File: src/rtl/wt_snoop_ctrl.sv
module wt_snoop_ctrl #(
  parameter int ADDR_W = 16,
  parameter int DATA_W = 32,
  parameter int IDX_W  = 4,
  parameter int ID_W   = 2,
  parameter int MY_ID  = 1
) (
  input  logic              clk,
  input  logic              rst_n,
  input  logic              cpu_req,
  input  logic              cpu_we,
  input  logic [ADDR_W-1:0] cpu_addr,
  input  logic [DATA_W-1:0] cpu_wdata,
  output logic [DATA_W-1:0] cpu_rdata,
  output logic              cpu_done,
  output logic              bus_req,
  input  logic              bus_gnt,
  output logic              bus_we,
  output logic [ADDR_W-1:0] bus_addr,
  output logic [DATA_W-1:0] bus_wdata,
  input  logic [DATA_W-1:0] bus_rdata,
  input  logic              snp_valid,
  input  logic              snp_we,
  input  logic [ID_W-1:0]   snp_id,
  input  logic [ADDR_W-1:0] snp_addr
);
  localparam int LINES = 1 << IDX_W;
  localparam int TAG_W = ADDR_W - IDX_W;

  typedef enum logic [1:0] {S_IDLE, S_BUS, S_RESP} st_t;
  st_t state;

  logic [LINES-1:0]  vld;
  logic [TAG_W-1:0]  tags [LINES];
  logic [DATA_W-1:0] words [LINES];
  logic [DATA_W-1:0] rdata_q;

  wire [IDX_W-1:0] c_idx = cpu_addr[IDX_W-1:0];
  wire [TAG_W-1:0] c_tag = cpu_addr[ADDR_W-1:IDX_W];
  wire [IDX_W-1:0] s_idx = snp_addr[IDX_W-1:0];
  wire [TAG_W-1:0] s_tag = snp_addr[ADDR_W-1:IDX_W];

  wire snp_kill = snp_valid && snp_we && (snp_id != ID_W'(MY_ID))
                  && vld[s_idx] && (tags[s_idx] == s_tag);
  wire c_match  = vld[c_idx] && (tags[c_idx] == c_tag);
  wire rd_hit   = cpu_req && !cpu_we && c_match && !(snp_kill && s_idx == c_idx);
  wire granted  = (state == S_BUS) && bus_gnt;

  assign bus_req   = (state == S_BUS);
  assign bus_we    = cpu_we;
  assign bus_addr  = cpu_addr;
  assign bus_wdata = cpu_wdata;
  assign cpu_done  = (state == S_RESP);
  assign cpu_rdata = rdata_q;

  always_ff @(posedge clk) begin
    if (!rst_n) begin
      state <= S_IDLE;
    end else begin
      case (state)
        S_IDLE:  if (cpu_req) state <= rd_hit ? S_RESP : S_BUS;
        S_BUS:   if (bus_gnt) state <= S_RESP;
        default: state <= S_IDLE;
      endcase
    end
  end

  always_ff @(posedge clk) begin
    if (state == S_IDLE && rd_hit) rdata_q <= words[c_idx];
    else if (granted && !cpu_we)   rdata_q <= bus_rdata;
  end

  always_ff @(posedge clk) begin
    if (granted && !cpu_we) begin
      tags[c_idx]  <= c_tag;
      words[c_idx] <= bus_rdata;
    end else if (granted && cpu_we && c_match) begin
      words[c_idx] <= cpu_wdata;
    end
  end

  always_ff @(posedge clk) begin
    if (!rst_n) begin
      vld <= '0;
    end else begin
      if (granted && !cpu_we) vld[c_idx] <= 1'b1;
      if (snp_kill)           vld[s_idx] <= 1'b0;
    end
  end

  AST_GNT_HOLD: assert property (@(posedge clk) disable iff (!rst_n)
    (bus_req && !bus_gnt) |=> (bus_req && $stable(bus_addr) && $stable(bus_we)));
  AST_DONE_PULSE: assert property (@(posedge clk) disable iff (!rst_n)
    cpu_done |=> !cpu_done);
  AST_WRITE_ON_BUS: assert property (@(posedge clk) disable iff (!rst_n)
    (cpu_done && cpu_we) |-> $past(bus_req && bus_gnt && bus_we));
  AST_SNOOP_KILL: assert property (@(posedge clk) disable iff (!rst_n)
    snp_kill |=> !vld[$past(s_idx)]);
  AST_HIT_NO_BUS: assert property (@(posedge clk) disable iff (!rst_n)
    (state == S_IDLE && rd_hit) |=> (cpu_done && !bus_req));
endmodule

File: config.mk
export PLATFORM = sky130hd
export DESIGN_NAME = wt_snoop_ctrl
export DESIGN_NICKNAME = d
export VERILOG_FILES = /design/src/rtl/wt_snoop_ctrl.sv
export SDC_FILE = /design/constraint.sdc
export NUM_CORES = 1
export LEC_CHECK = 0
export BUFFER_PORTS_ARGS = -buffer_cell sky130_fd_sc_hd__buf_2
export CAP_MARGIN = 40
export CORE_UTILIZATION = 40
export CTS_BUF_LIST = sky130_fd_sc_hd__clkbuf_16
export CTS_CLUSTER_SIZE = 8
export DETAILED_ROUTE_END_ITERATION = 7
export HOLD_SLACK_MARGIN = 0.06
export PLACE_DENSITY = 0.56
export SETUP_SLACK_MARGIN = 0.2
export SLEW_MARGIN = 20
export SYNTH_ARGS = -nofsm -noshare
export SYNTH_HDL_FRONTEND = slang
export SYNTH_SLANG_ARGS = --single-unit
File: constraint.sdc
create_clock -name clk -period 7.9 [get_ports clk]
set_clock_uncertainty 0.05 [all_clocks]
set_input_delay 1.185 -clock clk [delete_from_list [all_inputs] [get_ports clk]]
set_output_delay 1.185 -clock clk [all_outputs]
set_load 0.01 [all_outputs]
Word-level counts from Yosys, hierarchy flattened
Memory sizes are Yosys's and may differ from the RTL's. A register that Yosys moved wholly into a read port is not among the register bits.
Cells that the tools add are included.
Operators by class
  $lt $le $gt $ge: 4
  equal/unequal tests: 8
  multiplexer cells: 21
  bitwise gates (word level): 4
  reductions and logical operators: 21
Operators with widths (number)
  two-way mux 16 bit: 3
  two-way mux 32 bit: 1
  == test 12 bit: 2
  AND 16 bit: 1
  logical AND 1 bit: 16
  inverter 16 bit: 1
  bitwise OR 16 bit: 1
  < comparator 4 x 5 -> 1 bit, second input constant: 2
  two-way mux 1 bit: 9
  binary-select mux 1 bit (select 4 bit): 2
  demux 1 bit (select 4 bit): 2
  >= comparator 4 x 1 -> 1 bit, second input constant: 2
  two-way mux 2 bit: 3
  == test 4 bit: 1
  != test 2 x 1 -> 1 bit, second input constant: 2
  one-hot mux 2 bit (2 select lines): 1
  == test 2 x 1 -> 1 bit, second input constant: 1
  == test 2 bit, second input constant: 1
  logical NOT 1 bit: 2
  logical NOT 2 bit: 1
  != test 2 bit, second input constant: 1
  AND reduction 2 bit: 1
  nonzero test 2 bit: 1
  bitwise OR 1 bit: 1
Word-level totals
  bits in registers: 18
  memory bits (writable): 704
  input port bits: 105
  output and inout bits: 83
  word-level logic and storage cells: 62
  memories kept: 2
Memories
  words: words 16, width 32, rd ports 1, clocked after memory_dff 1, wr ports 1, RTL line 35  | logic [DATA_W-1:0] words [LINES];
  tags: words 16, width 12, rd ports 2, clocked after memory_dff 0, wr ports 1, RTL line 34  | logic [TAG_W-1:0] tags [LINES];

Longest topological paths before layout
Gate-level depths: netlist of the first run.
  depth in word-level cells: 10
  gate-level depth with buffers: 12
  mapped depth without buffers: 8

Worst setup path before layout of the first run
Ideal clock, no wire load.
  path type: input -> register
  from: in cpu_addr[2]
  to: mem words[10][0], enable pin
  library setup time: 470 ps
  data arrival time: 5772 ps
  required time: 7380 ps
  slack: 1608 ps
  stages: 11
  path buffers: 3
  cells stage by stage: buf_4 > buf_2 > mux4_2 > mux2i_1 > mux2i_1 > xnor2_1 > nand4_1 > nor4_2 > nand4_4 > buf_2 > a211oi_1
On the way
  longest elaborated chain between the ends: 8
  elaborated cells on any way between the ends: 10
  classes of those cells: eq/ne (1); mux (5); bitwise (1); reduce/logical (2); memory (1)
RTL lines
  from (decl): RTL line 12  | input logic [ADDR_W-1:0] cpu_addr,
  memory (16 x 12 bit) or binary-select mux 1 bit (select 4 bit) (tied branches)
  == test 12 bit or two-way mux 1 bit (tied branches): RTL line 45  | wire c_match = vld[c_idx] && (tags[c_idx] == c_tag);
  logical AND 1 bit: RTL line 45
  logical AND 1 bit: RTL line 77  | end else if (granted && cpu_we && c_match) begin
  two-way mux 1 bit: RTL line 77
  two-way mux 1 bit: RTL line 74  | if (granted && !cpu_we) begin
  two-way mux 1 bit (not written as such): RTL line 78  | words[c_idx] <= cpu_wdata;
  bitwise OR 1 bit (no source line)
  to (decl): RTL line 35
Several ways; a longest one is shown, not always the timed one. The select of a mux whose other input is x is not followed.

Final worst setup path of the first run
  from: in cpu_addr[1]
  to: mem words[4][6], enable pin
Same word-level chain as after synthesis.

==> results of run 1 <==
registers in the layout (all words and copies together), names as in the netlist:
| register | count |
|---|---|
| words | 512 |
| tags | 192 |
| cpu_rdata | 32 |
| vld | 16 |
| state | 2 |
synth_stat cells (10+ instances only):
master                       n  share of area, %
sky130_fd_sc_hd__a211oi_1   13              0.30
sky130_fd_sc_hd__a21oi_1    17              0.26
sky130_fd_sc_hd__a22oi_1    11              0.26
sky130_fd_sc_hd__and3_1     10              0.19
sky130_fd_sc_hd__buf_1      23              0.27
sky130_fd_sc_hd__buf_2      22              0.34
sky130_fd_sc_hd__buf_4      59               1.4
sky130_fd_sc_hd__clkbuf_1   40              0.47
sky130_fd_sc_hd__dfxtp_1    18               1.1
sky130_fd_sc_hd__edfxtp_1  736                69
sky130_fd_sc_hd__mux2_2     69               2.4
sky130_fd_sc_hd__mux2i_1    65               2.0
sky130_fd_sc_hd__mux4_2    247                17
sky130_fd_sc_hd__nand2_1   112               1.3
sky130_fd_sc_hd__nand3_1    12              0.19
sky130_fd_sc_hd__nor2_1     29              0.34
sky130_fd_sc_hd__o21ai_0    21              0.33
sky130_fd_sc_hd__xnor2_1    23              0.62
layer usage:
layer  vias to the layer above  part of all wire, %  global-route usage [%]
met5                         -                    0                       0
met2                       559                   49                   30.97
met1                      8969                   44                   27.78
li1                       7055                    -                       -
met3                        84                  6.2                   3.445
met4                         0                  1.5                   5.094
logic make-up (layout without fill, tap and decap cells):
group	after synthesis	count (layout)	synth area share (%)
compound gates	96	96	2.083
xor+xnor	29	29	0.7872
buf+inv	154	378	2.703
flops	754	754	69.62
mux	384	384	21.91
simple gates	205	205	2.897
area by class of cell:
| class | count | area, µm² |
|---|---|---|
| multi-input combinational | 714 | 9145 |
| fill | 6635 | 41980 |
| clock inverter | 19 | 193.9 |
| sequential | 754 | 22460 |
| tap | 1050 | 1314 |
| timing repair buffer | 250 | 1650 |
| clock buffer | 105 | 2628 |
| inverter | 4 | 15.01 |
power groups by stage:
stage | clock, mW | sequential (mW) | combinational, mW
floorplan | 0 | 4.50 | 0.364
global placement | 0 | 4.49 | 0.543
detailed placement | 0 | 4.49 | 0.560
CTS | 4.00 | 4.42 | 0.562
global route | 4.15 | 4.41 | 0.599
finish | 3.92 | 4.42 | 0.554
through the flow:
stage / hold slack (ns) / worst slack, ns / utilization [%]
after floorplan: 0.4663 / 1.608 / -
after global placement: 0.4908 / 1.503 / 43.27
after detailed placement: 0.4963 / 1.518 / 43.52
after CTS: 0.5056 / 2.232 / 47.07
after global routing: 0.5231 / 1.953 / 47.12
final: 0.5070 / 2.290 / 47.12
worst min path at each step:
stage	slack [ns]	cells after the start	end	startpoint
after floorplan	0.47	2	vld[3]	vld[3]
after global placement	0.49	2	vld[4]	vld[4]
after detailed placement	0.50	2	vld[0]	vld[0]
after CTS	0.51	2	vld[2]	vld[2]
after global routing	0.52	2	vld[4]	vld[4]
final	0.51	2	vld[2]	vld[2]
worst max-delay path, cell delays in order:
cell	delay, ns
sky130_fd_sc_hd__clkbuf_8	0.56
sky130_fd_sc_hd__buf_4	0.56
sky130_fd_sc_hd__mux4_2	0.38
sky130_fd_sc_hd__a22o_1	0.24
sky130_fd_sc_hd__a21oi_1	0.17
sky130_fd_sc_hd__xor2_1	0.23
sky130_fd_sc_hd__nand3_1	0.13
sky130_fd_sc_hd__nor4_2	0.31
sky130_fd_sc_hd__nand4_4	0.57
sky130_fd_sc_hd__buf_4	0.45
sky130_fd_sc_hd__a211oi_4	0.46
sky130_fd_sc_hd__buf_4	0.49
==> impl_metrics.py, run 1 <==
metrics = {
    "synth": {
        "async_reset_ff_share_pct": 0,
        "postSynthRegisterBits": 754,
        "synth.yosys.warnings": 0,
        "syn-instance-count": 1622,
        "synth_enable_flop_cells": 736,
        "post_synth_num_cell_types": 50,
        "synth.avg_cell_area_um2": 19.89,
        "synth-main-ff-cell": "sky130_fd_sc_hd__edfxtp_1",
        "netlist_area_um2": 32260,
        "ys_seq_area_share_pct": 69.62,
        "mappedNetlistNets": 1727,
    },
    "sta": {
        "clock.fmax_mhz": 178.2,
        "final_period_minus_worst_setup_slack_ns": 5.610,
        "timing_worst_slew_pin_value_ns": 0.8601,
        "layout_worst_path_cycle_share_pct": 71.02,
        "fin_setup_tns_ns": 0,
        "grt_setup_unrepaired": "false",
        "final_max_slew_viol_count": 0,
        "slew-limit-headroom_pct": 42.48,
        "hold_violations": 0,
        "finalSetupViolations": 0,
    },
    "clocking": {
        "insertion_delay_ns": 0.67,
        "tritoncts": "built",
        "cts.reportedPaths.clkPinSlew_ns": 0.05,
        "clock_tree.htree_level_count": 3,
        "hold_buffers": 0,
        "cts-buffers-inserted": 104,
        "post_cts.repair.setup_buffers": 0,
        "numClockSinks": 754,
        "cts_max_path_buffers": 3,
        "cts_repair_resize_count": 0,
        "clockRootBuffer": "sky130_fd_sc_hd__clkbuf_16",
    },
    "outcome": {
        "outcome": "finished clean",
    },
    "pwr": {
        "finalPower_mw": 8.890,
        "power.leakage_nw": 12.33,
        "cellInternalPower_mw": 6.992,
        "pwr_cell_area_nw_per_um2": 237.6,
        "swShare_pct": 21.35,
        "power.share.clock_pct": 44.1,
        "combinational_power_share_pct": 6.2,
        "vdd.ir_drop.worst_mv": 0.1722,
        "netSwitchingPower_mw": 1.898,
        "share_seq_of_total_power_pct": 49.7,
    },
    "finish": {
        "fin_cells": 2896,
        "commonest_non_fill_non_tap_cell_in_the_layout": "sky130_fd_sc_hd__edfxtp_1",
        "antenna-diode-count": 0,
        "final_cell_mix": "sky130_fd_sc_hd__edfxtp_1, sky130_fd_sc_hd__mux4_2, sky130_fd_sc_hd__buf_2",
        "nNetsFinal": 1933,
        "fin_area_um2": 37410,
        "layout-drive-gt1-share_pct": 38.03,
        "area_growth_from_synthesis_to_layout_pct": 15.94,
    },
    "die": {
        "die_width_um": 286.0,
        "die_area_um2": 81800,
        "row_count": 103,
        "start_util_pct": 40.64,
        "floorplan.die.height_um": 286.0,
        "fp.coreArea_um2": 79390,
        "ios": 188,
    },
    "detailed_routing": {
        "final_antenna_net_count": 0,
        "drcViolationCount": 0,
        "wl_per_cell_um": 27.20,
        "drt_pass1_iterations": 5,
        "drt-vias-per-instance": 5.755,
        "vias": 16670,
        "dr.first_iter.drc_count": 1398,
        "totalWireLength_um": 78760,
    },
    "global_route": {
        "grt_antenna_before_repair": 0,
        "grt_util_all_layers_pct": 19.48,
        "grt_pass1_wl_um": 116000,
        "via_count_of_the_first_global_routing_pass": 17270,
        "grt_remaining_overflow": 0,
        "grt_start_max_net_pins": 64,
    },
    "placed_design": {
        "gp_weighted_congestion": 0.8045,
        "placement.cell_area_um2": 34550,
        "place_inst": 2769,
        "io_buffer_count": 187,
        "dp.final_hpwl_um": 46740,
    },
    "worst_setup_path": {
        "worstReg2RegStart": "tags[7][0]",
        "r2r_cells": 10,
        "endpoint_kind": "flip-flop",
        "cp_max_fo": 63,
        "worst-endpoint-required_ns": 8.15,
        "r2r_end": "words[4][6]",
        "crit_end": "words[4][6]",
        "worst_case_register_to_register_setup_slack_ns": 3.24,
        "critical_path_startpoint": "cpu_addr[1]",
        "criticalPathCategory": "primary input to flip-flop",
        "worstPathArrival_ns": 5.86,
        "crit_path_start_kind": "primary input",
    },
    "flow_run": {
        "max_cap_viol_count": 0,
    },
    "min_path": {
        "min_delay_path_class": "flip-flop to flip-flop",
    },
}
Power figures use the tool's default switching activity.
==> run 2: changes to the inputs <==
Settings changed: ABC_AREA set to 1, PLACE_DENSITY 0.56 to 0.58.
Clock period 7.9 ns to 4.5 ns, I/O delays scaled along.
==> impl_metrics.py, run 2 <==
metrics = {
    "synth": {
        "netlist.area_leader.share_pct": 68.38,
        "synth.top_cells.by_count": "sky130_fd_sc_hd__nand2_1, sky130_fd_sc_hd__edfxtp_1, sky130_fd_sc_hd__a22oi_1",
        "syn-instance-count": 2790,
        "netlist_area_um2": 32320,
        "ys_top_cells_by_area": "sky130_fd_sc_hd__edfxtp_1, sky130_fd_sc_hd__nand2_1, sky130_fd_sc_hd__a22oi_1",
        "yosys.area_share.simple_pct": 13.66,
        "postSynthRegisterBits": 754,
        "synth_compound_area_share_pct": 11.82,
        "synth.avg_cell_area_um2": 11.59,
        "post_synth_num_cell_types": 33,
        "ys_seq_area_share_pct": 69.49,
        "synth.yosys.warnings": 0,
        "yosys.cell_count.top_type": "sky130_fd_sc_hd__nand2_1",
        "mappedNetlistNets": 2895,
        "synth.mux.area_fraction_pct": 0,
        "synth_xor_area_share_pct": 0.1084,
        "synth_fa_ha_area_share_pct": 0,
        "async_reset_ff_share_pct": 0,
        "synth-main-ff-cell": "sky130_fd_sc_hd__edfxtp_1",
        "largest_family_of_logic_cells_by_synthesized_area": "simple AND/OR/NAND/NOR gates",
        "synth_enable_flop_cells": 736,
        "netlist.top_cell.by_area": "sky130_fd_sc_hd__edfxtp_1",
    },
    "worst_setup_path": {
        "timing.critical_path.buf_inv": 4,
        "worst-endpoint-required_ns": 4.75,
        "worstPathArrival_ns": 3.85,
        "critPathMostFrequentCell": "sky130_fd_sc_hd__nand2_1",
        "r2r_end": "words[8][5]",
        "criticalPathCategory": "primary input to flip-flop",
        "critical_path.top_delay_family": "simple AND/OR/NAND/NOR gates",
        "worst_case_register_to_register_setup_slack_ns": 1.16,
        "critical_path.max_stage_delay_ns": 0.76,
        "cp_cell_sequence": "buf_4, inv_2, buf_4, nand2_1, nand2_1, nand2_1, nand2_1, nand2_1, nand2_1, nor2_1, nand2_1, nand2_1, nor2_1, nand2_1, nor2_2, nand3_4, buf_4, o21ai_2",
        "worstReg2RegStart": "tags[15][10]",
        "r2r_cells": 14,
        "endpoint_kind": "flip-flop",
        "crit_path_start_kind": "primary input",
        "cp_max_fo": 40,
        "standard_cell_with_the_maximum_stage_delay_on_the_critical_path": "sky130_fd_sc_hd__o21ai_2",
    },
    "sta": {
        "final_max_slew_viol_count": 0,
        "finalSetupViolations": 0,
        "slew-limit-headroom_pct": 40.87,
        "final_period_minus_worst_setup_slack_ns": 3.603,
        "grt_setup_unrepaired": "false",
        "hold_violations": 0,
        "timing_worst_slew_pin_value_ns": 0.8868,
        "layout_worst_path_cycle_share_pct": 80.08,
        "fin_setup_tns_ns": 0,
        "clock.fmax_mhz": 277.5,
    },
    "placed_design": {
        "dp.final_hpwl_um": 54860,
        "io_buffer_count": 187,
        "placement.cell_area_um2": 34710,
        "gp_weighted_congestion": 0.8897,
    },
    "detailed_routing": {
        "drcViolationCount": 0,
        "final_antenna_net_count": 0,
        "drt-vias-per-instance": 5.552,
        "detailroute.wirelength.met3_um": 7596,
        "dr.first_iter.drc_count": 2225,
        "wl_met1_um": 39400,
        "wire_length_on_met2_um": 44020,
        "drt_pass1_iterations": 5,
        "wl_per_cell_um": 22.99,
        "highest_signal_layer": "met4",
        "totalWireLength_um": 93210,
        "vias": 22520,
    },
    "flow_run": {
        "max_cap_viol_count": 0,
    },
    "finish": {
        "commonest_non_fill_non_tap_cell_in_the_layout": "sky130_fd_sc_hd__nand2_1",
        "fin_area_um2": 37600,
        "nNetsFinal": 3096,
        "final_cell_mix": "sky130_fd_sc_hd__nand2_1, sky130_fd_sc_hd__edfxtp_1, sky130_fd_sc_hd__a22oi_1",
        "layout-drive-gt1-share_pct": 17.30,
        "antenna-diode-count": 0,
        "finish.utilization_pct": 47.29,
        "largest_register_ffs": 512,
        "max_flop_register": "words",
        "area_growth_from_synthesis_to_layout_pct": 16.34,
    },
    "min_path": {
        "hold_path_depth": 1,
        "holdPathEnd": "tags[12][5]",
        "min_from": "cpu_addr[9]",
        "min_delay_path_class": "primary input to flip-flop",
    },
    "global_route": {
        "grt_antenna_before_repair": 0,
        "grt_start_max_net_pins": 71,
        "grt_pass1_wl_um": 138200,
        "grt_remaining_overflow": 0,
        "grt_util_all_layers_pct": 22.61,
        "via_count_of_the_first_global_routing_pass": 22170,
    },
    "clocking": {
        "cts-buffers-inserted": 104,
        "clockRootBuffer": "sky130_fd_sc_hd__clkbuf_16",
        "hold_buffers": 0,
        "cts_max_path_buffers": 3,
        "cts_repair_resize_count": 0,
        "post_cts.repair.setup_buffers": 0,
        "clock_tree.htree_level_count": 3,
        "cts.reportedPaths.clkPinSlew_ns": 0.05,
        "numClockSinks": 754,
        "insertion_delay_ns": 0.66,
        "tritoncts": "built",
    },
    "die": {
        "floorplan.die.height_um": 286.3,
        "fp.coreArea_um2": 79520,
        "die_area_um2": 81950,
        "row_count": 103,
        "ios": 188,
        "start_util_pct": 40.65,
        "die_width_um": 286.3,
    },
    "outcome": {
        "outcome": "finished clean",
    },
    "pwr": {
        "power.leakage_nw": 14.11,
        "vdd.ir_drop.worst_mv": 0.3562,
        "pwr_cell_area_nw_per_um2": 418.4,
    },
}
==> run 2: cell types whose count changed after synthesis, moves of 27 or more <==
cell,change
sky130_fd_sc_hd__mux2i_1,-65
sky130_fd_sc_hd__nand2_1,+793
sky130_fd_sc_hd__nand4_1,+27
sky130_fd_sc_hd__nor2_1,+55
sky130_fd_sc_hd__inv_1,+119
sky130_fd_sc_hd__buf_2,+29
sky130_fd_sc_hd__o21ai_0,+57
sky130_fd_sc_hd__or2_2,+33
sky130_fd_sc_hd__clkbuf_1,+35
sky130_fd_sc_hd__a22oi_1,+245
sky130_fd_sc_hd__a21oi_1,+129
sky130_fd_sc_hd__mux2_2,-69
sky130_fd_sc_hd__mux4_2,-247
==> run 2: power breakdown <==
group,switching (mW),internal [mW]
registers,0.00982,7.75
logic,0.725,0.310
clock network,2.81,4.13
==> run 2: logic make-up after synthesis <==
| kind of cell | after synthesis |
|---|---|
| AND/OR/NAND/NOR | 1109 |
| flip-flops | 754 |
| AO/OA/AOI/OAI | 581 |
| buffers and inverters | 342 |
| XOR/XNOR | 4 |
==> run 2: how the worst max path moves through the flow <==
| stage | cells after the start | slack [ns] | endpoint | from |
|---|---|---|---|---|
| floorplan | 19 | -0.56 | words[15][0] | cpu_addr[0] |
| global placement | 20 | 0.37 | cpu_rdata[8] | cpu_addr[0] |
| detailed placement | 19 | 0.30 | cpu_rdata[8] | cpu_addr[0] |
| CTS | 18 | 0.96 | words[9][5] | cpu_addr[0] |
| global route | 20 | 0.61 | cpu_rdata[9] | cpu_addr[0] |
| finish | 18 | 0.90 | words[8][5] | cpu_addr[0] |
==> run 2: area by class of cell <==
cell class | count | area [µm²]
multi-input combinational | 1694 | 8436
inverter | 132 | 500.5
clock inverter | 16 | 220.2
fill | 6974 | 41910
sequential | 754 | 22460
clock buffer | 104 | 2603
timing repair buffer | 305 | 2068
tap | 1050 | 1314
==> run 2: through the flow <==
stage | instances | hold slack (ns) | setup slack, ns | total power, mW
after global placement | 3928 | 0.4364 | 0.3682 | 8.894
after CTS | 4050 | 0.2209 | 0.9605 | 15.84
after global routing | 4055 | 0.2311 | 0.6061 | 16.21
after detailed placement | 3930 | 0.4369 | 0.2981 | 8.913
final | 4055 | 0.2578 | 0.8965 | 15.73
after floorplan | 2790 | 0.4175 | -0.5597 | 8.505
==> run 2: per-layer routing <==
layer | vias to the layer above | GRT usage (%)
met4 | 0 | 7.179
li1 | 10270 | -
met2 | 1020 | 36.65
met1 | 11090 | 31.00
met3 | 140 | 3.863
met5 | - | 0
==> run 3: changes to the inputs <==
Settings changed: ABC_AREA 1 to 0, PLACE_DENSITY 0.58 to 0.56.
Clock period 4.5 ns to 3.68 ns, I/O delays scaled along.
==> impl_metrics.py, run 3 (synthesis results as in run 1) <==
metrics = {
    "finish": {
        "fin_area_um2": 39920,
        "nNetsFinal": 2114,
        "final_cell_mix": "sky130_fd_sc_hd__edfxtp_1, sky130_fd_sc_hd__mux4_2, sky130_fd_sc_hd__buf_2",
        "filler_cell_count": 6447,
        "layout.area.seq_um2": 22460,
        "antenna-diode-count": 0,
        "area_growth_from_synthesis_to_layout_pct": 23.73,
        "max_flop_register": "words",
        "multi_input_combinational_cell_area_um2": 9450,
        "largest_register_ffs": 512,
        "layout-drive-gt1-share_pct": 43.21,
        "commonest_non_fill_non_tap_cell_in_the_layout": "sky130_fd_sc_hd__edfxtp_1",
    },
    "placed_design": {
        "gp_weighted_congestion": 0.8192,
        "placement.cell_area_um2": 36140,
        "placement.setup.worst_slack_ns": -0.5714,
        "dp.final_hpwl_um": 52520,
        "io_buffer_count": 187,
    },
    "outcome": {
        "failed_checks": "setup timing",
        "outcome": "finished with violations",
    },
    "clocking": {
        "hold_buffers": 0,
        "clockRootBuffer": "sky130_fd_sc_hd__clkbuf_16",
        "cts_max_path_buffers": 3,
        "cts.reportedPaths.clkPinSlew_ns": 0.05,
        "insertion_delay_ns": 0.66,
        "clock_tree.htree_level_count": 3,
        "tritoncts": "built",
        "cts-buffers-inserted": 105,
        "numClockSinks": 754,
    },
    "die": {
        "die_width_um": 286.0,
        "row_count": 103,
        "floorplan.die.height_um": 286.0,
        "die_area_um2": 81800,
        "ios": 188,
        "fp.coreArea_um2": 79390,
        "start_util_pct": 40.64,
    },
    "flow_run": {
        "max_cap_viol_count": 0,
    },
    "pwr": {
        "power.leakage_nw": 13.80,
        "vdd.ir_drop.worst_mv": 0.3507,
        "pwr_cell_area_nw_per_um2": 487.3,
        "finalPower_mw": 19.45,
    },
    "detailed_routing": {
        "final_antenna_net_count": 0,
        "wl_met1_um": 37110,
        "vias": 17690,
        "totalWireLength_um": 87910,
        "drcViolationCount": 0,
        "drt-vias-per-instance": 5.698,
        "wire_length_on_met2_um": 43480,
        "drt_pass1_iterations": 5,
        "wl_per_cell_um": 28.31,
        "highest_signal_layer": "met5",
        "dr.first_iter.drc_count": 1469,
        "detailroute.wirelength.met3_um": 5381,
    },
    "min_path": {
        "min_delay_path_class": "primary input to flip-flop",
    },
    "worst_setup_path": {
        "worstPathArrival_ns": 4.09,
        "timing.critical_path.buf_inv": 6,
        "critical_path.top_delay_family": "buffers and inverters",
        "cp_max_fo": 10,
        "worst-endpoint-required_ns": 3.99,
        "crit_path_start_kind": "flip-flop",
        "critPathMostFrequentCell": "sky130_fd_sc_hd__buf_12",
        "criticalPathCategory": "flip-flop to flip-flop",
        "cp_cell_sequence": "mux4_2, mux2i_1, mux2i_1, xnor2_1, buf_4, nand4_1, buf_4, nor4_4, nand4_4, buf_12, buf_12, a211oi_4, buf_12, clkbuf_16",
        "critical_path.max_stage_delay_ns": 0.49,
        "worst_case_register_to_register_setup_slack_ns": -0.1,
        "endpoint_kind": "flip-flop",
        "standard_cell_with_the_maximum_stage_delay_on_the_critical_path": "sky130_fd_sc_hd__mux4_2",
    },
    "sta": {
        "final_max_slew_viol_count": 0,
        "hold_violations": 0,
        "clock.fmax_mhz": 264.7,
        "final_period_minus_worst_setup_slack_ns": 3.777,
        "slew-limit-headroom_pct": 39.29,
        "finalSetupViolations": 266,
        "minimum_setup_slack_in_the_final_design_ns": -0.09725,
        "timing_worst_slew_pin_value_ns": 0.9073,
        "fin_setup_tns_ns": -7.502,
        "layout_worst_path_cycle_share_pct": 102.6,
        "min_hold_slack_ns": 0.09703,
        "grt_setup_unrepaired": "true",
    },
    "global_route": {
        "grt_pass1_wl_um": 125900,
        "via_count_of_the_first_global_routing_pass": 18510,
        "grt_antenna_before_repair": 1,
        "grt_start_max_net_pins": 79,
        "grt_remaining_overflow": 0,
        "grt_util_all_layers_pct": 21.18,
    },
}
==> run 3: cell count changes in the layout (fill, tap and decap cells not counted), sizes merged, moves of 33 or more <==
cell	previous run	this run
mux2	0	84
buf	305	403
a21oi	146	17
mux2i	0	65
o21ai	117	21
mux4	0	250
inv	140	45
nor2	92	29
a22oi	256	11
or2	35	2
nand2	907	112
==> run 3: final timing paths <==
kind,start,endpoint,cells after the start
max,tags[12][10],words[10][14],14
min,cpu_addr[6],tags[0][2],1
max reg2reg,tags[12][10],words[10][14],14
min reg2reg,vld[1],vld[1],2
==> run 3: final cells by class <==
type                       instances  area share (%)
clock buffer                     106           6.645
clock inverter                    47          0.7084
multi-input combinational        729           23.67
sequential                       754           56.27
tap                             1050           3.291
timing repair buffer             415           9.375
inverter                           4         0.03761
==> run 3: repair_timing <==
| action | in CTS | in global routing |
|---|---|---|
| buffers inserted | 7 | 5 |
| gates cloned | 13 | 18 |
| pin swaps | 1 | 7 |
| gates resized for setup | 36 | 26 |
| setup endpoints to repair | 1051 | 1083 |
==> run 3: per-layer routing <==
metal	track usage (%)	vias to the layer above
met5	0	-
met4	5.909	2
met3	4.219	142
met2	34.61	623
met1	28.89	9445
li1	-	7480
==> run 3: metrics by stage <==
| step | cells | utilization [%] |
|---|---|---|
| 2_1_floorplan | 1622 | - |
| 5_1_grt | 3105 | 50.28 |
| 3_3_place_gp | 2906 | 45.42 |
| 4_1_cts | 3082 | 49.64 |
| 6_report | 3105 | 50.28 |
| 3_5_place_dp | 2909 | 45.52 |
==> run 3: report_power, final <==
| part | switching (mW) | leakage, nW | total [mW] | internal, mW |
|---|---|---|---|---|
| Sequential | 0.00866 | 6.76 | 9.48 | 9.47 |
| Clock | 3.53 | 1.57 | 8.64 | 5.11 |
| Combinational | 0.715 | 5.47 | 1.33 | 0.615 |
| Total | 4.25 | 13.8 | 19.5 | 15.2 |
